<file path="config.mk">
export PLATFORM = sky130hd
export DESIGN_NAME = divrem_unit
export DESIGN_NICKNAME = d
export VERILOG_FILES = /design/src/rtl/divrem_unit.sv
export SDC_FILE = /design/constraint.sdc
export NUM_CORES = 1
export LEC_CHECK = 0
export BUFFER_PORTS_ARGS = -buffer_cell sky130_fd_sc_hd__buf_2
export CAP_MARGIN = 10
export CELL_PAD_IN_SITES_DETAIL_PLACEMENT = 0
export CELL_PAD_IN_SITES_GLOBAL_PLACEMENT = 1
export CORE_ASPECT_RATIO = 0.75
export CORE_UTILIZATION = 30
export CTS_CLUSTER_SIZE = 20
export DETAILED_ROUTE_END_ITERATION = 8
export PLACE_DENSITY = 0.63
export SKIP_LAST_GASP = 1
export SLEW_MARGIN = 20
export SYNTH_ARGS = -nofsm -noshare
export SYNTH_HDL_FRONTEND = slang
export SYNTH_SLANG_ARGS = --single-unit
</file>
<file path="constraint.sdc">
create_clock -name clk -period 5.8 [get_ports clk]
set_clock_uncertainty 0.15 [all_clocks]
set_input_delay 0.87 -clock clk [delete_from_list [all_inputs] [get_ports clk]]
set_output_delay 0.87 -clock clk [all_outputs]
set_load 0.01 [all_outputs]
</file>
<file path="src/rtl/divrem_unit.sv">
module divrem_unit #(
  parameter int XLEN = 64
) (
  input  logic            clk,
  input  logic            rst_n,
  input  logic            start,
  input  logic [1:0]      op,
  input  logic            word,
  input  logic [XLEN-1:0] dividend,
  input  logic [XLEN-1:0] divisor,
  output logic            busy,
  output logic            done,
  output logic [XLEN-1:0] result
);
  localparam int H  = XLEN / 2;
  localparam int CW = $clog2(XLEN + 1);

  typedef enum logic [1:0] {S_IDLE, S_RUN, S_FIX, S_DONE} state_t;
  state_t state;

  logic [CW-1:0]   cnt;
  logic [XLEN-1:0] quo, rmd, dvs;
  logic            neg_q, neg_r, want_rem, word_q;

  function automatic logic [XLEN-1:0] fit(input logic [XLEN-1:0] x, input logic w);
    return w ? {{H{x[H-1]}}, x[H-1:0]} : x;
  endfunction

  wire is_uns = op[0];
  wire is_rem = op[1];

  wire [XLEN-1:0] a_ext = word ? {{H{~is_uns & dividend[H-1]}}, dividend[H-1:0]} : dividend;
  wire [XLEN-1:0] b_ext = word ? {{H{~is_uns & divisor[H-1]}},  divisor[H-1:0]}  : divisor;
  wire neg_a = ~is_uns & a_ext[XLEN-1];
  wire neg_b = ~is_uns & b_ext[XLEN-1];
  wire [XLEN-1:0] mag_a = neg_a ? -a_ext : a_ext;
  wire [XLEN-1:0] mag_b = neg_b ? -b_ext : b_ext;

  wire [XLEN-1:0] min_val = word ? {{(H+1){1'b1}}, {(H-1){1'b0}}} : {1'b1, {(XLEN-1){1'b0}}};
  wire div_zero = (b_ext == '0);
  wire ovf      = ~is_uns & (a_ext == min_val) & (&b_ext);
  wire [XLEN-1:0] bypass_val = div_zero ? (is_rem ? a_ext : '1) : (is_rem ? '0 : a_ext);

  wire [XLEN:0] trial = {rmd, quo[XLEN-1]} - {1'b0, dvs};
  wire          fits  = ~trial[XLEN];

  wire [XLEN-1:0] signed_out = want_rem ? (neg_r ? -rmd : rmd) : (neg_q ? -quo : quo);

  assign busy = (state != S_IDLE);
  assign done = (state == S_DONE);

  always_ff @(posedge clk or negedge rst_n) begin
    if (!rst_n) begin
      state    <= S_IDLE;
      cnt      <= '0;
      quo      <= '0;
      rmd      <= '0;
      dvs      <= '0;
      neg_q    <= 1'b0;
      neg_r    <= 1'b0;
      want_rem <= 1'b0;
      word_q   <= 1'b0;
      result   <= '0;
    end else begin
      case (state)
        S_IDLE: if (start) begin
          if (div_zero || ovf) begin
            result <= fit(bypass_val, word);
            state  <= S_DONE;
          end else begin
            quo      <= word ? {mag_a[H-1:0], {H{1'b0}}} : mag_a;
            rmd      <= '0;
            dvs      <= mag_b;
            neg_q    <= neg_a ^ neg_b;
            neg_r    <= neg_a;
            want_rem <= is_rem;
            word_q   <= word;
            cnt      <= word ? CW'(H) : CW'(XLEN);
            state    <= S_RUN;
          end
        end
        S_RUN: begin
          rmd <= fits ? trial[XLEN-1:0] : {rmd[XLEN-2:0], quo[XLEN-1]};
          quo <= {quo[XLEN-2:0], fits};
          cnt <= cnt - 1'b1;
          if (cnt == CW'(1)) state <= S_FIX;
        end
        S_FIX: begin
          result <= fit(signed_out, word_q);
          state  <= S_DONE;
        end
        default: state <= S_IDLE;
      endcase
    end
  end

  assert_done_pulse_R9: assert property (@(posedge clk) disable iff (!rst_n)
    done |=> !done);
  assert_done_in_busy_R9: assert property (@(posedge clk) disable iff (!rst_n)
    done |-> busy);
  assert_busy_from_start_R10: assert property (@(posedge clk) disable iff (!rst_n)
    $rose(busy) |-> $past(start));
  assert_zero_div_R4: assert property (@(posedge clk) disable iff (!rst_n)
    (start && !busy && !word && !op[1] && divisor == '0) |=> (done && result == '1));
  assert_zero_rem_R5: assert property (@(posedge clk) disable iff (!rst_n)
    (start && !busy && !word && op[1] && divisor == '0) |=> (done && result == $past(dividend)));
  assert_overflow_R6: assert property (@(posedge clk) disable iff (!rst_n)
    (start && !busy && !word && !op[0] && divisor == '1 && dividend == {1'b1, {(XLEN-1){1'b0}}})
    |=> (done && result == (op[1] ? '0 : {1'b1, {(XLEN-1){1'b0}}})));
endmodule

</file>
==> summary.md <==
| Metric | Value |
|---|---|
| Post-detailed-route via-to-cell ratio | `5.47` |
| Endpoint required time on the critical path | `6070 ps` |
| First-iteration detailed-routing DRC count | `between 1500 and 2000` |
| Overall via count from detail_route | `23300` |
| Clock tree root driver cell | `clkbuf_16` |
| TritonCTS Buffers | `34` |
| Largest net degree at the start of global routing | `134` |
| Total Neg Setup Slack | `0 ps` |
| Area of the core | `0.0772 sq mm` |
| Stage delay of the slowest cell on the critical path | `650 ps` |
| Initial antenna violation count | `4` |
| Fraction of layout instances using a drive strength above 1 | `11.1%` |
| Chip Width | `roughly 330 um` |
| Leakage power total | `~11 nW` |
| Final Wtd Congestion | `between 0.9 and 1` |
| H-tree levels | `2` |
| Wire per inst | `21.7 um` |
| All-layer global routing usage | `22.7%` |
| Endpoint class of the critical path | `flip-flop` |
| Cell with the largest stage delay on the worst path | `a311oi_1` |
| Reg-to-reg critical path endpoint | `rmd[4]` |
| Met1 global-route usage | `33.7%` |
| Combined flip-flop and latch cell area | `0.00674 sq mm` |
| Area overhead of the layout relative to synthesis | `13.7%` |
| Worst relative slew slack | `34.5%` |
| Power after layout | `0.0163 W` |
| Psw | `0.00818 W` |
| Final period utilization | `90.7%` |
| Total placed instance area | `0.0255 sq mm` |
| Final hold slack | `159 ps` |
| Post-Layout Inst Area | `approximately 0.027 sq mm` |
| Synthesized net count | `3327` |
| Met2 Resource Use GR | `between 30% and 40%` |
| Flop and latch count out of synthesis | `269` |
| Top fanout value on the critical path | `26` |
| Count of cell types in the netlist | `90` |
| Global-route wire length before repair | `141000 um` |
| Global route hottest layer | `met2` |
| Clock sinks | `269` |
| Worst reg-to-reg setup slack | `540 ps` |
| Crit path arrival time | `approximately 5500 ps` |
| # Post-CTS Setup Buffers | `0` |
| Multi-input combinational cell area | `0.0154 sq mm` |
| Clock latency of the later-clocked register in the worst-skew pair | `550 ps` |
| Cells after synthesis | `3116` |
| Share of synthesized area occupied by flip-flops and latches | `between 20 and 30%` |
| Share of async-settable or async-resettable flops after synthesis | `100%` |
| Worst-Margin Slew | `983 ps` |
| Hold Violations, Final | `0` |
| Outcome | `finished clean` |
| Unrepaired setup endpoints after global routing | `no` |
| Die footprint | `0.0795 sq mm` |
| Total half-perimeter wirelength after legalization and detailed placement | `just over 70000 um` |
| Most frequent standard cell in the layout excluding fill and tap cells | `nand2_1` |
| Cell repeated most along the worst path | `o21ai_1` |
| CTS tree | `built` |
| Switching power as a share of total power | `approximately half` |
| Final critical-path required period | `5260 ps` |
| Clock Power Share | `14.5%` |
| I/O pin cnt | `200` |
| Remaining number of nets flagged by the antenna check after routing | `0` |
| GR Util met3 | `3.06%` |
| Number of global-route vias before repair | `22100` |
| Count of cells along the worst register-to-register path | `15` |
| Min-Delay Path Class | `primary input to async pin` |
| Commonest cells after routing, fill and taps aside | `nand2_1 (345), nor2_1 (319), a21oi_1 (294), dfrtp_1 (266), o21ai_0 (263)` |
| Proportion of power drawn by flip-flops and latches | `approximately a quarter` |
| Power density over cell area | `609 mW/mm^2` |
| Hold-fix buffers at CTS | `0` |
| Count of standard-cell rows | `88` |
| List of cells traversed by the critical path | `inv_1, fa_1, nand2b_1, a21o_1, a2111oi_2, o21ai_1, a311oi_1, o21ai_1, a2111oi_2, o21ai_1, xnor2_4, buf_12, buf_12, mux2i_1, o21ai_1` |
| Fin cells | `between 4000 and 5000` |
| Buffers on Ports | `199` |
| Filler cell count in the final layout | `around 8300` |
| Total wire length after detailed routing | `92300 um` |
| Synthesis warning total | `0` |
| Post_cts resized | `0` |
| Maximum root-to-sink buffer count | `3` |
| Starting Density | `30.5%` |
| Number of flops mapped to enable cells by yosys | `0` |
| Startpoint-to-endpoint class of the critical path | `flip-flop to flip-flop` |
| Max IR drop VDD | `0.409 mV` |
| FF-to-FF Start | `rmd[0]` |
| Count of final setup violators | `0` |
| Total congestion overflow after global routing | `0` |
| Number of iterations in the first detailed-routing pass | `6` |
| DP Cell Count | `4190` |
| Clk slew on worst S/H paths | `60 ps` |
| Ys flop type | `dfrtp_1` |
| Number of max-capacitance violations reported | `0` |
| Syn Area/Cell | `7.54 sq um` |
| Maximum clock rate | `0.190 GHz` |
| Fin. max-slew vios | `0` |
| Logic pwr share | `62.1%` |
| Total standard cell area after synthesis | `0.0235 sq mm` |
| Nets@finish | `3402` |
| Die extent in y | `244 um` |
| Kind of start point of the critical path | `flip-flop` |
| P_int | `0.00809 W` |
| Number of remaining DRC errors | `0` |
==> synthesized netlist by cell type, drive strengths merged, types with 6 or more instances <==
library cell	number	area [sq um]
a21boi	12	90.1
maj3	30	300
or3	34	223
ha	76	951
mux2i	63	631
a22oi	24	180
nor3	56	280
o21ai	338	1690
nand4	50	319
mux2	6	67.6
nor2	319	1200
or4	32	251
a31oi	32	200
or2	9	56.3
and2	11	68.8
nor2b	8	50.1
nand3	46	235
dfrtp	269	6730
o21a	14	105
o31ai	59	453
nand2b	21	134
a21oi	300	1510
inv	155	582
a41oi	9	78.8
o22ai	21	138
xor2	166	1450
nand2	346	1300
a211oi	40	300
o41ai	29	269
clkbuf	152	571
o221ai	11	96.3
xnor2	138	1220
a21o	40	300
nor4	37	274
o211ai	29	223
o21bai	14	105
buf	55	275
and3	7	43.8
==> worst max-delay path, delay by kind of cell, from the launching register on <==
family,cells,cell delay [ps]
adder cells (fa/ha/maj),1,470
flip-flops,1,500
AO/OA/AOI/OAI,8,2560
buffers and inverters,3,590
multiplexers,1,210
AND/OR/NAND/NOR,1,180
XOR/XNOR,1,410
==> state kept, by name, indices dropped and copies added (netlist names) <==
name / cells
want_rem: 1
neg_q: 1
cnt: 7
state: 2
rmd: 64
result: 64
quo: 64
word_q: 1
dvs: 64
neg_r: 1
==> metrics by stage <==
| step | util (%) | worst slack, ps |
|---|---|---|
| floorplan | - | 1790 |
| global placement | 33.1 | 709 |
| detailed placement | 33.1 | 565 |
| CTS | 34.6 | 532 |
| global route | 34.6 | 35.0 |
| finish | 34.6 | 540 |
==> layer usage <==
layer	up-vias	routed length, um
met5	-	27
met4	4	1650
met3	83	5090
met2	629	40200
met1	11300	45300
li1	11300	-
==> power groups by stage <==
| stage | sequential (W) | clock (W) | combinational, W |
|---|---|---|---|
| after floorplan | 0.00351 | 0 | 0.00725 |
| after global placement | 0.00384 | 0 | 0.0101 |
| after detailed placement | 0.00384 | 0 | 0.0101 |
| after CTS | 0.00381 | 0.00241 | 0.0101 |
| after global routing | 0.00394 | 0.00248 | 0.0112 |
| final | 0.00381 | 0.00236 | 0.0101 |
==> cells by family after synthesis <==
| family | share of synthesized area, % |
|---|---|
| buffers and inverters | 6.09 |
| adders and majority gates | 5.41 |
| muxes | 2.97 |
| and+or+nand+nor | 19.5 |
| DFF | 28.6 |
| AOI/OAI and AO/OA | 26.0 |
| xor gates and xnor gates | 11.4 |
==> worst max-delay path by stage <==
stage | start | endpoint | slack, ps | cells past startpoint
after floorplan | dividend[20] | quo[59] | 1790 | 11
after global placement | rmd[0] | rmd[15] | 710 | 15
after detailed placement | quo[63] | rmd[4] | 560 | 16
after CTS | quo[63] | rmd[4] | 530 | 16
after global routing | quo[63] | rmd[8] | 30 | 16
final | rmd[0] | rmd[4] | 540 | 15
==> layout make-up <==
cell class	count	area share, %
antenna	1	0.00936
clock buffer	45	3.76
timing repair buffer	246	5.51
tap	1035	4.85
multi-input combinational	2484	57.7
sequential	269	25.2
inverter	156	2.19
clock inverter	14	0.749
Note: power is estimated with default switching activity, not from simulation.
